$ cat src/rtl/txd_pkg.sv
package txd_pkg;
  localparam int WORD_W = 32;
  localparam int RA_W   = 4;

  typedef enum logic [2:0] {
    S_IDLE, S_ADDR, S_SIZE, S_NEXT, S_FETCH, S_PUSH, S_WBACK, S_END
  } wstate_t;

  localparam logic [RA_W-1:0] A_CFG1  = 4'd0;
  localparam logic [RA_W-1:0] A_CFG2  = 4'd1;
  localparam logic [RA_W-1:0] A_GAP   = 4'd2;
  localparam logic [RA_W-1:0] A_HDX   = 4'd3;
  localparam logic [RA_W-1:0] A_MAXF  = 4'd4;
  localparam logic [RA_W-1:0] A_FIFO  = 4'd5;
  localparam logic [RA_W-1:0] A_CTL   = 4'd6;
  localparam logic [RA_W-1:0] A_BASE  = 4'd7;
  localparam logic [RA_W-1:0] A_STAT  = 4'd8;
  localparam logic [RA_W-1:0] A_MASK  = 4'd9;
  localparam logic [RA_W-1:0] A_ISR   = 4'd10;

  localparam logic [WORD_W-1:0] D_CFG1 = 32'h8000_0000;
  localparam logic [WORD_W-1:0] D_CFG2 = 32'h0000_7000;
  localparam logic [WORD_W-1:0] D_GAP  = 32'h4060_5060;
  localparam logic [WORD_W-1:0] D_HDX  = 32'h00A1_F037;
  localparam logic [WORD_W-1:0] D_MAXF = 32'h0000_0600;
  localparam logic [WORD_W-1:0] D_FIFO = 32'h0003_FFFF;
endpackage

$ cat src/rtl/txd_regs.sv
module txd_regs
  import txd_pkg::*;
#(
  parameter int AW    = 32,
  parameter int CNT_W = 8
) (
  input  logic              clk,
  input  logic              rst,
  input  logic              reg_wr,
  input  logic              reg_rd,
  input  logic [RA_W-1:0]   reg_addr,
  input  logic [WORD_W-1:0] reg_wdata,
  output logic [WORD_W-1:0] reg_rdata,
  input  logic [3:0]        rx_stat,
  input  logic              sent_pulse,
  input  logic              done_pulse,
  output logic              start,
  output logic              soft_rst,
  output logic              tx_en,
  output logic              lb_mode,
  output logic [AW-1:2]     base_w,
  output logic              irq
);
  localparam int PAD_W = WORD_W - 16 - CNT_W;

  logic [WORD_W-1:0] cfg1, cfg2, gap, hdx, maxf, fifo, mask;
  logic              ctl_en, underrun, sent_flag;
  logic [CNT_W-1:0]  cnt, cnt_nx;
  logic [WORD_W-1:0] stat_w, isr_w, base_rd;
  logic              wr_stat, dec, clr_un;

  assign soft_rst = reg_wr && reg_addr == A_CFG1 && reg_wdata[31];
  assign wr_stat  = reg_wr && reg_addr == A_STAT;
  assign dec      = wr_stat && reg_wdata[0];
  assign clr_un   = wr_stat && reg_wdata[1];
  assign start    = reg_wr && reg_addr == A_CTL && reg_wdata[0] && cfg1[0];
  assign tx_en    = cfg1[0];
  assign lb_mode  = cfg1[8];
  assign cnt_nx   = cnt + CNT_W'(sent_pulse) - CNT_W'(dec);
  assign stat_w   = {{PAD_W{1'b0}}, cnt, 14'd0, underrun, sent_flag};
  assign isr_w    = mask & {24'd0, rx_stat, stat_w[3:0]};
  assign base_rd  = WORD_W'({base_w, 2'b00});

  always_ff @(posedge clk) begin
    if (rst || soft_rst) begin
      cfg1 <= D_CFG1; cfg2 <= D_CFG2; gap <= D_GAP; hdx <= D_HDX;
      maxf <= D_MAXF; fifo <= D_FIFO; mask <= '0;
      ctl_en <= 1'b0; base_w <= '0;
      cnt <= '0; underrun <= 1'b0; sent_flag <= 1'b0;
      irq <= 1'b0;
    end else begin
      irq <= |isr_w;
      cnt <= cnt_nx;
      if (sent_pulse)            sent_flag <= 1'b1;
      else if (dec && cnt_nx == '0) sent_flag <= 1'b0;
      if (done_pulse)            underrun <= 1'b1;
      else if (clr_un)           underrun <= 1'b0;
      if (done_pulse)            ctl_en <= 1'b0;
      if (reg_wr) begin
        case (reg_addr)
          A_CFG1: cfg1   <= reg_wdata;
          A_CFG2: cfg2   <= reg_wdata;
          A_GAP:  gap    <= reg_wdata;
          A_HDX:  hdx    <= reg_wdata;
          A_MAXF: maxf   <= reg_wdata;
          A_FIFO: fifo   <= reg_wdata;
          A_CTL:  ctl_en <= reg_wdata[0];
          A_BASE: base_w <= reg_wdata[AW-1:2];
          A_MASK: mask   <= reg_wdata;
          default: ;
        endcase
      end
    end
  end

  always_ff @(posedge clk) begin
    if (rst) reg_rdata <= '0;
    else if (reg_rd) begin
      case (reg_addr)
        A_CFG1: reg_rdata <= cfg1;
        A_CFG2: reg_rdata <= cfg2;
        A_GAP:  reg_rdata <= gap;
        A_HDX:  reg_rdata <= hdx;
        A_MAXF: reg_rdata <= maxf;
        A_FIFO: reg_rdata <= fifo;
        A_CTL:  reg_rdata <= {31'd0, ctl_en};
        A_BASE: reg_rdata <= base_rd;
        A_STAT: reg_rdata <= stat_w;
        A_MASK: reg_rdata <= mask;
        A_ISR:  reg_rdata <= isr_w;
        default: reg_rdata <= '0;
      endcase
    end
  end


  cnt_inc_chk: assert property (@(posedge clk) disable iff (rst)
    sent_pulse && !dec && !soft_rst |=> cnt == $past(cnt) + 1'b1 && sent_flag);


  underrun_set_chk: assert property (@(posedge clk) disable iff (rst)
    done_pulse && !soft_rst |=> underrun);


  ack_clear_chk: assert property (@(posedge clk) disable iff (rst)
    clr_un && !done_pulse && !soft_rst |=> !underrun);
endmodule

$ cat src/rtl/txd_walker.sv
module txd_walker
  import txd_pkg::*;
#(
  parameter int AW    = 32,
  parameter int LEN_W = 11
) (
  input  logic              clk,
  input  logic              rst,
  input  logic              start,
  input  logic              tx_en,
  input  logic              lb_mode,
  input  logic [AW-1:2]     base_w,
  output logic              mem_req,
  output logic              mem_we,
  output logic [AW-1:0]     mem_addr,
  output logic [WORD_W-1:0] mem_wdata,
  input  logic              mem_ack,
  input  logic [WORD_W-1:0] mem_rdata,
  output logic [WORD_W-1:0] out_data,
  output logic [3:0]        out_keep,
  output logic              out_last,
  output logic              out_valid,
  input  logic              out_ready,
  output logic              route_lb,
  output logic              sent_pulse,
  output logic              done_pulse
);
  localparam int BW = LEN_W - 1;

  wstate_t           st;
  logic [AW-1:0]     cur, nxt, buf_ptr;
  logic [WORD_W-1:0] sz_word;
  logic [BW-1:0]     beats_left;
  logic [LEN_W-1:0]  len;
  logic [LEN_W:0]    len_up;
  logic [3:0]        tail_keep;

  assign len    = sz_word[LEN_W-1:0];
  assign len_up = {1'b0, len} + (LEN_W+1)'(3);

  always_comb begin
    for (int b = 0; b < 4; b++)
      tail_keep[b] = (len[1:0] == 2'd0) || (b < int'(len[1:0]));
  end

  always_comb begin
    mem_req   = st inside {S_ADDR, S_SIZE, S_NEXT, S_FETCH, S_WBACK};
    mem_we    = st == S_WBACK;
    mem_wdata = sz_word | 32'h8000_0000;
    case (st)
      S_SIZE, S_WBACK: mem_addr = cur + AW'(4);
      S_NEXT:          mem_addr = cur + AW'(8);
      S_FETCH:         mem_addr = buf_ptr;
      default:         mem_addr = cur;
    endcase
  end

  always_ff @(posedge clk) begin
    if (rst) begin
      st <= S_IDLE; cur <= '0; nxt <= '0; buf_ptr <= '0; sz_word <= '0;
      beats_left <= '0; out_data <= '0; out_keep <= '0; out_last <= 1'b0;
      out_valid <= 1'b0; route_lb <= 1'b0;
      sent_pulse <= 1'b0; done_pulse <= 1'b0;
    end else begin
      sent_pulse <= 1'b0;
      done_pulse <= 1'b0;
      case (st)
        S_IDLE: if (start) begin
          cur <= {base_w, 2'b00};
          st  <= S_ADDR;
        end
        S_ADDR: if (mem_ack) begin
          buf_ptr <= mem_rdata[AW-1:0];
          st      <= S_SIZE;
        end
        S_SIZE: if (mem_ack) begin
          sz_word <= mem_rdata;
          st      <= mem_rdata[31] ? S_END : S_NEXT;
        end
        S_NEXT: if (mem_ack) begin
          nxt        <= mem_rdata[AW-1:0];
          route_lb   <= lb_mode;
          beats_left <= len_up[LEN_W:2];
          st         <= (len == '0) ? S_WBACK : S_FETCH;
        end
        S_FETCH: if (mem_ack) begin
          out_data   <= mem_rdata;
          out_valid  <= 1'b1;
          out_last   <= beats_left == BW'(1);
          out_keep   <= (beats_left == BW'(1)) ? tail_keep : 4'hF;
          buf_ptr    <= buf_ptr + AW'(4);
          beats_left <= beats_left - 1'b1;
          st         <= S_PUSH;
        end
        S_PUSH: if (out_ready) begin
          out_valid <= 1'b0;
          st        <= out_last ? S_WBACK : S_FETCH;
        end
        S_WBACK: if (mem_ack) begin
          sent_pulse <= 1'b1;
          cur        <= nxt;
          st         <= tx_en ? S_ADDR : S_IDLE;
        end
        S_END: begin
          done_pulse <= 1'b1;
          st         <= S_IDLE;
        end
        default: st <= S_IDLE;
      endcase
    end
  end


  beat_hold_chk: assert property (@(posedge clk) disable iff (rst)
    out_valid && !out_ready |=> out_valid && $stable(out_data) && $stable(out_last));


  no_fetch_during_beat_chk: assert property (@(posedge clk) disable iff (rst)
    out_valid |-> !mem_req);


  mem_hold_chk: assert property (@(posedge clk) disable iff (rst)
    mem_req && !mem_ack |=> mem_req && $stable(mem_addr) && $stable(mem_we));
endmodule

$ cat src/rtl/txd_chain_dma.sv
module txd_chain_dma
  import txd_pkg::*;
#(
  parameter int AW    = 32,
  parameter int LEN_W = 11,
  parameter int CNT_W = 8
) (
  input  logic        clk,
  input  logic        rst,
  input  logic        reg_wr,
  input  logic        reg_rd,
  input  logic [3:0]  reg_addr,
  input  logic [31:0] reg_wdata,
  output logic [31:0] reg_rdata,
  input  logic [3:0]  rx_stat,
  output logic        irq,
  output logic        mem_req,
  output logic        mem_we,
  output logic [31:0] mem_addr,
  output logic [31:0] mem_wdata,
  input  logic        mem_ack,
  input  logic [31:0] mem_rdata,
  output logic [31:0] tx_data,
  output logic [3:0]  tx_keep,
  output logic        tx_last,
  output logic        tx_valid,
  input  logic        tx_ready,
  output logic        lb_valid,
  input  logic        lb_ready
);
  logic          start, soft_rst, tx_en, lb_mode, route_lb, out_valid;
  logic          sent_pulse, done_pulse;
  logic [AW-1:2] base_w;

  txd_regs #(.AW(AW), .CNT_W(CNT_W)) u_regs (
    .clk(clk), .rst(rst), .reg_wr(reg_wr), .reg_rd(reg_rd),
    .reg_addr(reg_addr), .reg_wdata(reg_wdata), .reg_rdata(reg_rdata),
    .rx_stat(rx_stat), .sent_pulse(sent_pulse), .done_pulse(done_pulse),
    .start(start), .soft_rst(soft_rst), .tx_en(tx_en), .lb_mode(lb_mode),
    .base_w(base_w), .irq(irq)
  );

  txd_walker #(.AW(AW), .LEN_W(LEN_W)) u_walk (
    .clk(clk), .rst(rst || soft_rst), .start(start), .tx_en(tx_en),
    .lb_mode(lb_mode), .base_w(base_w),
    .mem_req(mem_req), .mem_we(mem_we), .mem_addr(mem_addr),
    .mem_wdata(mem_wdata), .mem_ack(mem_ack), .mem_rdata(mem_rdata),
    .out_data(tx_data), .out_keep(tx_keep), .out_last(tx_last),
    .out_valid(out_valid), .out_ready(route_lb ? lb_ready : tx_ready),
    .route_lb(route_lb), .sent_pulse(sent_pulse), .done_pulse(done_pulse)
  );

  assign tx_valid = out_valid && !route_lb;
  assign lb_valid = out_valid && route_lb;


  one_path_chk: assert property (@(posedge clk) disable iff (rst)
    $onehot0({tx_valid, lb_valid}));
endmodule

$ cat config.mk
export PLATFORM = sky130hd
export DESIGN_NAME = txd_chain_dma
export DESIGN_NICKNAME = d
export VERILOG_FILES = /design/src/rtl/txd_pkg.sv /design/src/rtl/txd_regs.sv /design/src/rtl/txd_walker.sv /design/src/rtl/txd_chain_dma.sv
export SDC_FILE = /design/constraint.sdc
export NUM_CORES = 1
export LEC_CHECK = 0
export BUFFER_PORTS_ARGS = -buffer_cell sky130_fd_sc_hd__buf_4
export CAP_MARGIN = 15
export CELL_PAD_IN_SITES_DETAIL_PLACEMENT = 1
export CELL_PAD_IN_SITES_GLOBAL_PLACEMENT = 1
export CORE_MARGIN = 5
export CORE_UTILIZATION = 47
export CTS_CLUSTER_SIZE = 16
export DETAILED_ROUTE_END_ITERATION = 7
export GPL_ROUTABILITY_DRIVEN = 1
export HOLD_SLACK_MARGIN = 0.05
export PLACE_DENSITY = 0.93
export SETUP_SLACK_MARGIN = 0.2
export SLEW_MARGIN = 25
export SYNTH_ARGS = -nofsm -noshare
export SYNTH_HDL_FRONTEND = slang
export SYNTH_SLANG_ARGS = --single-unit
$ cat constraint.sdc
create_clock -name clk -period 4.4 [get_ports clk]
set_input_delay 0.88 -clock clk [delete_from_list [all_inputs] [get_ports clk]]
set_output_delay 0.88 -clock clk [all_outputs]
set_load 0.01 [all_outputs]
* Yosys cells after proc, flatten, opt, wreduce, memory -nomap -nowiden *
Cells that the tools add are included.

storage, ports and cells
  bits in registers = 479
  input bits = 79
  output and inout bits = 138

operators by class
  add/subtract/negate cells = 7
  magnitude comparators = 3
  eq/ne operators = 25
  multiplexer cells = 37
  bitwise logic cells = 2
  reduce and logical (&&, ||, !) cells = 47

operator list
  operator                                               count
  case mux 32 bit (11 select lines)                      1
  two-way mux 32 bit                                     4
  case mux 32 bit (2 select lines)                       2
  case mux 32 bit (3 select lines)                       1
  adder 32 x 3 -> 32 bit (second input constant)         2
  adder 32 x 4 -> 32 bit (second input constant)         1
  bitwise AND 32 x 8 -> 32 bit                           1
  OR reduction 32 bit                                    1
  two-way mux 3 bit                                      8
  case mux 3 bit (8 select lines)                        1
  AND reduction 2 bit                                    11
  two-way mux 10 bit                                     2
  case mux 10 bit (2 select lines)                       1
  equality test 4 x 3 -> 1 bit (second input constant)   4
  two-way mux 1 bit                                      13
  adder 11 x 2 -> 12 bit (second input constant)         1
  equality test 3 bit (second input constant)            4
  equality test 4 bit (second input constant)            3
  AND reduction 3 bit                                    4
  nonzero test 2 bit                                     6
  logical AND 1 bit                                      11
  logical NOT 11 bit                                     1
  equality test 10 x 1 -> 1 bit (second input constant)  1
  inequality test 2 bit (second input constant)          5
  23 further kinds                                       32

* Logic depth before layout (Yosys ltp) *
Gate-level depths: netlist of the first run.

  depth after elaboration = 8
  depth in mapped cells = 13

* By module *
From an unflattened synthesis of the first run, not the netlist that was laid out.

second synthesis, totals
  cell total of the unflattened synthesis = 2,984
  area total of the unflattened synthesis = 23,565.1 um^2

modules (own cells, without submodules)
  module         times used  cells each  area each (um^2)  sequential area each (um^2)
  txd_regs       1           1,668       13,972.2          5,965.7
  txd_walker     1           1,312       9,555.4           3,623.5
  txd_chain_dma  1           4           37.5              0.0

* Worst setup path after synthesis of the first run *
OpenSTA, ideal clock, no wires.

  kind = in2reg
  start point = in reg_addr[1]
  end point = reg u_regs.sent_flag
  library setup time = 0.128 ns
  data arrival time = 3.166 ns
  setup slack = 1.106 ns
  stages = 13
  buffers on the path = 1
  cell sequence = buf_4 -> nor4b_1 -> and3_1 -> ha_1 -> inv_1 -> ha_1 -> inv_1 -> fa_1 -> xnor2_1 -> nor4b_1 -> nand2_1 -> nor4b_1 -> a31oi_1

on the way
  cells in the longest elaborated chain, start to end = 7
  elaborated cells between the ends (all ways) = 11

ends and longest elaborated chain
  what                          line                 source
  from (decl)                   txd_chain_dma.sv:12  input logic [3:0] reg_addr,
  equality test 4 bit           txd_regs.sv:33       assign wr_stat = reg_wr && reg_addr == A_STAT;
  logical AND 1 bit             txd_regs.sv:33
  logical AND 1 bit             txd_regs.sv:34       assign dec = wr_stat && reg_wdata[0];
  subtractor 8 x 1 -> 8 bit     txd_regs.sv:39       assign cnt_nx = cnt + CNT_W'(sent_pulse) - CNT_W'(dec);
  logical NOT 8 bit             txd_regs.sv:55       else if (dec && cnt_nx == '0) sent_flag <= 1'b0;
  logical AND 1 bit             txd_regs.sv:55
  nonzero test 2 bit (no line)  --
  to (signal assigned)          txd_regs.sv:49       cnt <= '0; underrun <= 1'b0; sent_flag <= 1'b0;
  to (signal assigned)          txd_regs.sv:54       if (sent_pulse) sent_flag <= 1'b1;
  to (signal assigned)          txd_regs.sv:55
  to (decl)                     txd_regs.sv:27       logic ctl_en, underrun, sent_flag;

Several ways; a longest one is shown, not always the timed one.
A chain may end at the register's enable or synchronous reset.

* Final worst setup path of the first run *
  start point = reg u_walk.cur[2]
  end point = out mem_addr[22]

on the way
  cells in the longest elaborated chain, start to end = 2
  elaborated cells between the ends (all ways) = 3

ends and longest elaborated chain
  what                                                              line                                source
  from (decl)                                                       txd_walker.sv:31                    logic [AW-1:0] cur, nxt, buf_ptr;
  from (signal assigned)                                            txd_walker.sv:69                    cur <= {base_w, 2'b00};
  from (signal assigned)                                            txd_walker.sv:101                   cur <= nxt;
  adder 32 x 4 -> 32 bit or adder 32 x 3 -> 32 bit (tied branches)  txd_walker.sv:52, txd_walker.sv:51
  case mux 32 bit (3 select lines) (*)                              txd_walker.sv:50                    case (st)
  to (decl)                                                         txd_chain_dma.sv:19                 output logic [31:0] mem_addr,

Every way passes the cells marked *; elsewhere a longest branch is shown, timed or not.

==> flow_summary_export.csv, run 1 <==
group,metric,value,unit
critical_path,required,3.52,ns
synth,synth_largest_area_cell,"dfxtp_1",
critical_path,startpoint_type,"flip-flop",
floorplanning,die_h,225.6,um
floorplanning,ios,217,
sta,max_freq,247.3,MHz
detailed_routing,drc,0,
critical_path,crit_fanout,10,
cells_and_area,nets,3043,
sta,setup_tns,0,ns
critical_path,r2r-start,"u_walk.st[1]",
synth,synth-edff-count,0,
detailed_routing,num_vias,23155,
power,switching_share,25.10,%
sta,setup_ws,0.3559,ns
power,powerDensity,369.5,mW/mm^2
power,switchingPower,2.344,mW
power,total_power,9.338,mW
place,port_buffers,215,
detailed_routing,drt_iter0_drc,2267,
detailed_routing,routed_wl,90.49,mm
cts,clock_latency,0.62,ns
cts,clock_sinks,479,
grt,grt_usage,34.01,%
grt,grt_max_degree,76,
cells_and_area,fin_cells,3592,
cells_and_area,drive_gt1_share,13.21,%
floorplanning,core,0.04626,sq mm
place,dp_cells,3502,
power,pwr-share-clk,44.9,%
power,peakVddDrop,0.2524,mV
power,combPwrFrac,7.6,%
sta,fin_crit_sh,91.91,%
synth,avgSynthCellArea,7.579,sq um
grt,grt_pass1_wl,136.8,mm
critical_path,cp-end-kind,"primary output",
worst_hold_path,hold_class,"flip-flop to flip-flop",
critical_path,crit_start,"u_walk.cur[2]",
power,seq_power_share,47.5,%
place,hpwlAfterDp,59.45,mm
synth,syn_area,0.02184,sq mm
sta,whs,0.4564,ns
power,intPower,6.994,mW
sta,final_hold_viol_count,0,
detailed_routing,firstDrtPassIters,6,
detailed_routing,detail_route.wl_per_cell,25.19,um
power,power.leakage,8.827,nW
sta,slew_viol_final,0,
detailed_routing,via_per_inst,6.446,
cts,cts.path.max_buffers,3,
sta,rsz0062_at_grt,"false",
sta,clock-skew-final,0.02979,ns
synth,synth_warnings,0,
grt,grt_pass1_vias,23592,
floorplanning,die_w,225.6,um
outcome,status,"finished clean",
cts,cts.htree.levels,2,
floorplanning,num_rows,79,
sta,slew_headroom,31.64,%
synth,asyncSetResetFlopFracSynth,0,%
cts,clk_pin_slew_worst_paths,0.06,ns
detailed_routing,antenna_left,0,
synth,yosysSeqAreaShare,43.90,%
critical_path,path_class,"flip-flop to primary output",
synth,yosys_most_used_dff,"dfxtp_1",
sta,period_needed,4.044,ns
critical_path,arrival,3.16,ns
grt,gr-total-overflow,0,
worst_hold_path,worstHoldStart,"u_regs.cfg2[23]",
place,place_ws,0.5854,ns
synth,ys_ff_latch,479,
sta,worst_slew_pin_slew,1.025,ns
cts,cts_tree,"yes",
synth,synth_cell_type_count,81,
synth,synth_cells,2882,
grt,antenna_found_initial,2,
synth,synth_top_area_share,43.90,%
cts,clockRootBuffer,"clkbuf_16",
synth,syn_nets,2977,
cts,hold_buffers,0,
place,gp_congestion,0.9667,
floorplanning,initial_core_util,47.22,%
synth,netlist_top_cells_area,"dfxtp_1 (44%), nand2_1 (15%), a21oi_1 (9.3%)",
cells_and_area,syn_to_final_growth,15.68,%
sta,setup_viol,0,
cts,cts_made_buffers,50,
run,max_cap_viol_count,0,
floorplanning,die_area,0.05088,sq mm
-- layer usage --
layer | global-route usage, % | vias to the layer above | routed length, um
li1 | - | 10112 | -
met1 | 41.91 | 11468 | 35020
met4 | 20.68 | 0 | 6182
met5 | 0 | - | 0
met3 | 5.291 | 374 | 7248
met2 | 56.13 | 1201 | 42040
-- worst paths after layout --
| kind | slack [ns] | cells past startpoint | end |
|---|---|---|---|
| hold / removal | 0.46 | 2 | u_regs.cfg2[23] |
| setup reg to reg | 1.49 | 6 | u_walk.beats_left[6] |
| hold reg to reg | 0.46 | 2 | u_regs.cfg2[23] |
| setup / recovery | 0.36 | 7 | mem_addr[22] |
-- synth_stat cells, types with 10 or more instances --
cell type,count
a21oi_1,406
a221oi_1,14
a222oi_1,13
a22o_1,17
a22oi_1,98
a311oi_1,33
a31oi_1,17
a41oi_1,12
and2_1,19
and3_1,13
buf_2,82
buf_4,36
clkbuf_1,137
dfxtp_1,479
ha_1,15
inv_1,26
nand2_1,894
nand3_1,100
nand4_1,19
nor2_1,105
nor2b_1,16
nor3_1,19
nor4_1,15
o211ai_1,20
o21ai_0,71
o31ai_1,16
or3_1,10
xnor2_1,13
-- cell type report --
| type | count | area, sq um |
|---|---|---|
| Multi-Input combinational cell | 2111 | 11020 |
| Sequential cell | 479 | 9590 |
| Timing Repair Buffer | 279 | 2215 |
| Clock inverter | 16 | 155.1 |
| Fill cell | 5723 | 20990 |
| Clock buffer | 70 | 1416 |
| Antenna cell | 3 | 7.507 |
| Tap cell | 607 | 759.5 |
| Inverter | 27 | 101.3 |
-- worst max-delay path: stages, from the launching register on --
cell	delay (ns)
dfxtp_1	0.59
ha_1	0.31
nand3_1	0.16
o22ai_1	0.33
nand4_1	0.31
or4_1	0.55
nand3_1	0.15
buf_4	0.15
-- per-stage QoR --
step / cell area (sq um) / util [%]
after global routing: 25260 / 54.61
after floorplan: 21840 / -
after detailed placement: 23670 / 51.18
final: 25270 / 54.62
after CTS: 25250 / 54.57
after global placement: 23650 / 51.12
-- power by group through the flow --
stage	sequential (mW)	combinational (mW)	clock, mW
finish	4.44	0.709	4.19
global route	4.44	0.755	4.37
CTS	4.43	0.694	4.21
detailed placement	4.53	0.686	0
global placement	4.53	0.658	0
floorplan	4.52	0.427	0
-- kinds of logic (layout without fill, tap and decap cells) --
family,Yosys count,after routing,share of synthesized area [%]
AO/OA/AOI/OAI,794,794,22.60
XOR/XNOR,19,19,0.7619
adder cells (fa/ha/maj),16,16,0.9509
buffers and inverters,292,392,6.112
flip-flops,479,479,43.90
multiplexers,9,9,0.4125
other,1,4,0.01717
AND/OR/NAND/NOR,1272,1272,25.24
-- sequential cells by signal, indices dropped and copies added, names as in the netlist, 3 cells and up --
name	flops
u_regs.cfg1	32
u_walk.nxt	32
u_regs.cfg2	32
u_walk.sz_word	31
u_regs.mask	32
u_regs.reg_rdata	32
u_regs.base_w	30
u_walk.cur	32
u_walk.out_data	32
u_walk.beats_left	10
u_regs.hdx	32
u_walk.st	3
u_walk.buf_ptr	32
u_regs.fifo	32
u_regs.maxf	32
u_regs.gap	32
u_walk.out_keep	4
u_regs.cnt	8
-- cell usage in the layout (no fill, tap or decap), types with 10 or more instances in the layout --
master	count
nor4_1	14
and2_1	22
o31ai_1	16
nand4_1	19
o21ai_0	71
a31oi_1	17
or3_1	10
a21oi_1	406
inv_1	26
a221oi_1	14
clkbuf_1	11
a41oi_1	12
a222oi_1	13
a311oi_1	33
nand2_1	892
xnor2_1	13
o211ai_1	20
dfxtp_1	478
nand3_1	100
clkbuf_16	50
a22oi_1	98
nor2b_1	16
a22o_1	17
nor3_1	19
buf_4	270
ha_1	15
nor2_1	105
and3_1	13
-- repair_timing --
| action | 4_1_cts | 5_1_grt |
|---|---|---|
| resized for setup | 0 | 2 |
| setup buffers | 0 | 1 |
| endpoints found under the setup margin | 0 | 2 |
Power figures use the tool's default switching activity.
==> run 2: changes to the inputs <==
--- a/config.mk
+++ b/config.mk
@@ -10,14 +10,15 @@
 export CELL_PAD_IN_SITES_DETAIL_PLACEMENT = 1
 export CELL_PAD_IN_SITES_GLOBAL_PLACEMENT = 1
 export CORE_MARGIN = 5
-export CORE_UTILIZATION = 47
+export CORE_UTILIZATION = 44
 export CTS_CLUSTER_SIZE = 16
 export DETAILED_ROUTE_END_ITERATION = 7
 export GPL_ROUTABILITY_DRIVEN = 1
 export HOLD_SLACK_MARGIN = 0.05
-export PLACE_DENSITY = 0.93
+export PLACE_DENSITY = 0.88
 export SETUP_SLACK_MARGIN = 0.2
 export SLEW_MARGIN = 25
 export SYNTH_ARGS = -nofsm -noshare
 export SYNTH_HDL_FRONTEND = slang
 export SYNTH_SLANG_ARGS = --single-unit
+export TNS_END_PERCENT = 50
==> constraint.sdc (replaced) <==
create_clock -name clk -period 3.75 [get_ports clk]
set_input_delay 0.75 -clock clk [delete_from_list [all_inputs] [get_ports clk]]
set_output_delay 0.75 -clock clk [all_outputs]
set_load 0.01 [all_outputs]
==> run 2 against run 1 <==
  * Core utilization decreased by 2.0 points
  * Sequential power increased by 17%
  * Clock skew decreased by 0.012 ns
  * Critical endpoint is now mem_addr[31]
  * Clock power increased by 29%
  * Cell count increased by 2.5%
  * Critical path type unchanged
==> flow_summary_export.csv, run 2 (synthesis gave the netlist of run 1 again) <==
group,metric,value,unit
cts,cts.htree.levels,2,
grt,gr-total-overflow,0,
sta,fin_crit_sh,95.56,%
cts,cts.path.max_buffers,3,
grt,grt_usage,31.97,%
critical_path,critPathMaxStageDelay,0.55,ns
power,powerDensity,442.7,mW/mm^2
cts,clock_latency,0.61,ns
cts,clk_pin_slew_worst_paths,0.06,ns
sta,slew_viol_final,0,
cells_and_area,final_cell_mix,"nand2_1 (894), dfxtp_1 (474), a21oi_1 (406), buf_4 (299), nor2_1 (105)",
place,gp_congestion,0.9637,
power,peakVddDrop,0.3781,mV
sta,final_hold_viol_count,0,
grt,top_usage_layer,"met2",
critical_path,cp.buffers_inverters,1,
floorplanning,core,0.04905,sq mm
worst_hold_path,worstHoldStart,"reg_wdata[13]",
critical_path,r2r_slack,1.31,ns
place,hpwlAfterDp,61.15,mm
sta,max_freq,279.1,MHz
place,port_buffers,215,
sta,worst_slew_pin_slew,1.050,ns
place,dp_cells,3586,
grt,antenna_found_initial,1,
detailed_routing,detail_route.wl_per_cell,24.53,um
detailed_routing,antenna_left,0,
grt,grt_use_met2,53.86,%
cells_and_area,fin_util,52.64,%
critical_path,path_cells,"and2_0 -> nor4b_4 -> nand4_1 -> a31o_2 -> a211o_1 -> buf_4",
cells_and_area,diodes,0,
floorplanning,die_w,232.8,um
sta,rsz0062_at_grt,"true",
floorplanning,num_rows,81,
floorplanning,initial_core_util,44.53,%
critical_path,crit_fanout,7,
cells_and_area,multiInputGateArea,0.01105,sq mm
cells_and_area,fin_cells,3683,
detailed_routing,routed_wl,90.33,mm
grt,grt_pass1_wl,137.0,mm
grt,gr-usage-met1,39.69,%
critical_path,crit_slowest_cell,"dfxtp_1",
cts,clockRootBuffer,"clkbuf_16",
sta,clock-skew-final,0.01804,ns
power,total_power,11.43,mW
cts,hold_buffers,0,
cells_and_area,seq_area,0.009595,sq mm
sta,setup_viol,0,
floorplanning,ios,217,
worst_hold_path,hold_end,"u_regs.hdx[13]",
cells_and_area,drive_gt1_share,14.57,%
sta,slew_headroom,30.02,%
cells_and_area,nFillCells,6084,
worst_hold_path,hold_class,"input port to flip-flop",
critical_path,r2r-end,"u_walk.buf_ptr[9]",
grt,grt_max_degree,109,
critical_path,r2r-start,"u_walk.st[2]",
outcome,status,"finished clean",
cells_and_area,nets,3076,
detailed_routing,drt_iter0_drc,2248,
worst_hold_path,worstHoldPathCells,3,
grt,grt_pass1_vias,23197,
detailed_routing,via_per_inst,6.236,
cells_and_area,syn_to_final_growth,18.22,%
cts,cts_tree,"yes",
critical_path,cp-end-kind,"primary output",
sta,setup_tns,0,ns
power,power.leakage,9.103,nW
detailed_routing,num_vias,22968,
critical_path,path_delay_family,"simple AND/OR/NAND/NOR gates",
critical_path,required,3.00,ns
critical_path,ff2ff_path_depth,6,
sta,period_needed,3.584,ns
cts,clock_sinks,479,
detailed_routing,firstDrtPassIters,6,
critical_path,arrival,2.83,ns
floorplanning,die_area,0.05420,sq mm
detailed_routing,drc,0,
grt,use_met3,5.406,%
cells_and_area,final_common_cell,"nand2_1",
cts,cts_made_buffers,52,
floorplanning,die_h,232.8,um
critical_path,startpoint_type,"flip-flop",
run,max_cap_viol_count,0,
critical_path,path_class,"flip-flop to primary output",
==> run 2: changes by cell type in the layout (fill, tap and decap cells not counted), sizes merged <==
cell	before	now
buf	279	310
bufinv	2	6
clkbuf	70	72
clkinv	12	11
clkinvlp	1	2
diode	3	0
==> run 2: timing repair <==
item                       in CTS  in global routing
setup endpoints to repair      11                 19
buffers inserted                4                  1
pin swaps                       2                  1
hold endpoints to repair        0                  0
gates resized for setup         6                  7
==> run 2: metrics by stage <==
stage	hold slack (ns)	instance area [sq um]	setup slack, ns
finish	0.4289	25820	0.1665
global route	0.4212	25820	0.1186
CTS	0.4047	25780	0.1593
detailed placement	0.4363	23960	0.3248
global placement	0.4334	23960	0.2737
floorplan	0.4229	21840	0.5856
==> run 2: worst register-to-register path: cells and delay by family, from the launching register on <==
family	cells	cell delay, ns
buffers and inverters	1	0.19
flip-flops	1	0.53
AND/OR/NAND/NOR	2	0.35
AO/OA/AOI/OAI	3	1.26
==> run 2: worst max path at each step <==
stage	from	to	slack, ns	cells past startpoint
2_1_floorplan	reg_addr[1]	u_regs.sent_flag	0.59	13
3_3_place_gp	reg_addr[1]	u_regs.sent_flag	0.27	14
4_1_cts	u_walk.st[0]	mem_addr[22]	0.16	8
6_report	u_walk.cur[15]	mem_addr[31]	0.17	6
5_1_grt	u_walk.cur[14]	mem_addr[28]	0.12	6
3_5_place_dp	reg_addr[1]	u_regs.sent_flag	0.32	14
==> run 2: metal layers <==
metal  vias up  part of all wire (%)  wire length [um]
li1      10175                     -                 -
met1     11417                    40             36060
met2      1114                    47             42850
met3       260                   7.5              6756
met4         2                   5.2              4652
met5         -                 0.017                15
==> run 2: cell type report <==
class | count | share of cell area, %
clock inverter | 20 | 1.119
sequential | 479 | 37.16
multi-input combinational | 2111 | 42.81
inverter | 27 | 0.3925
tap | 664 | 3.217
clock buffer | 72 | 5.756
timing repair buffer | 310 | 9.545
==> run 2: power breakdown <==
part | switching (mW) | internal (mW)
Combinational | 0.542 | 0.291
Sequential | 0.0528 | 5.15
Clock | 2.21 | 3.18
Total | 2.80 | 8.63
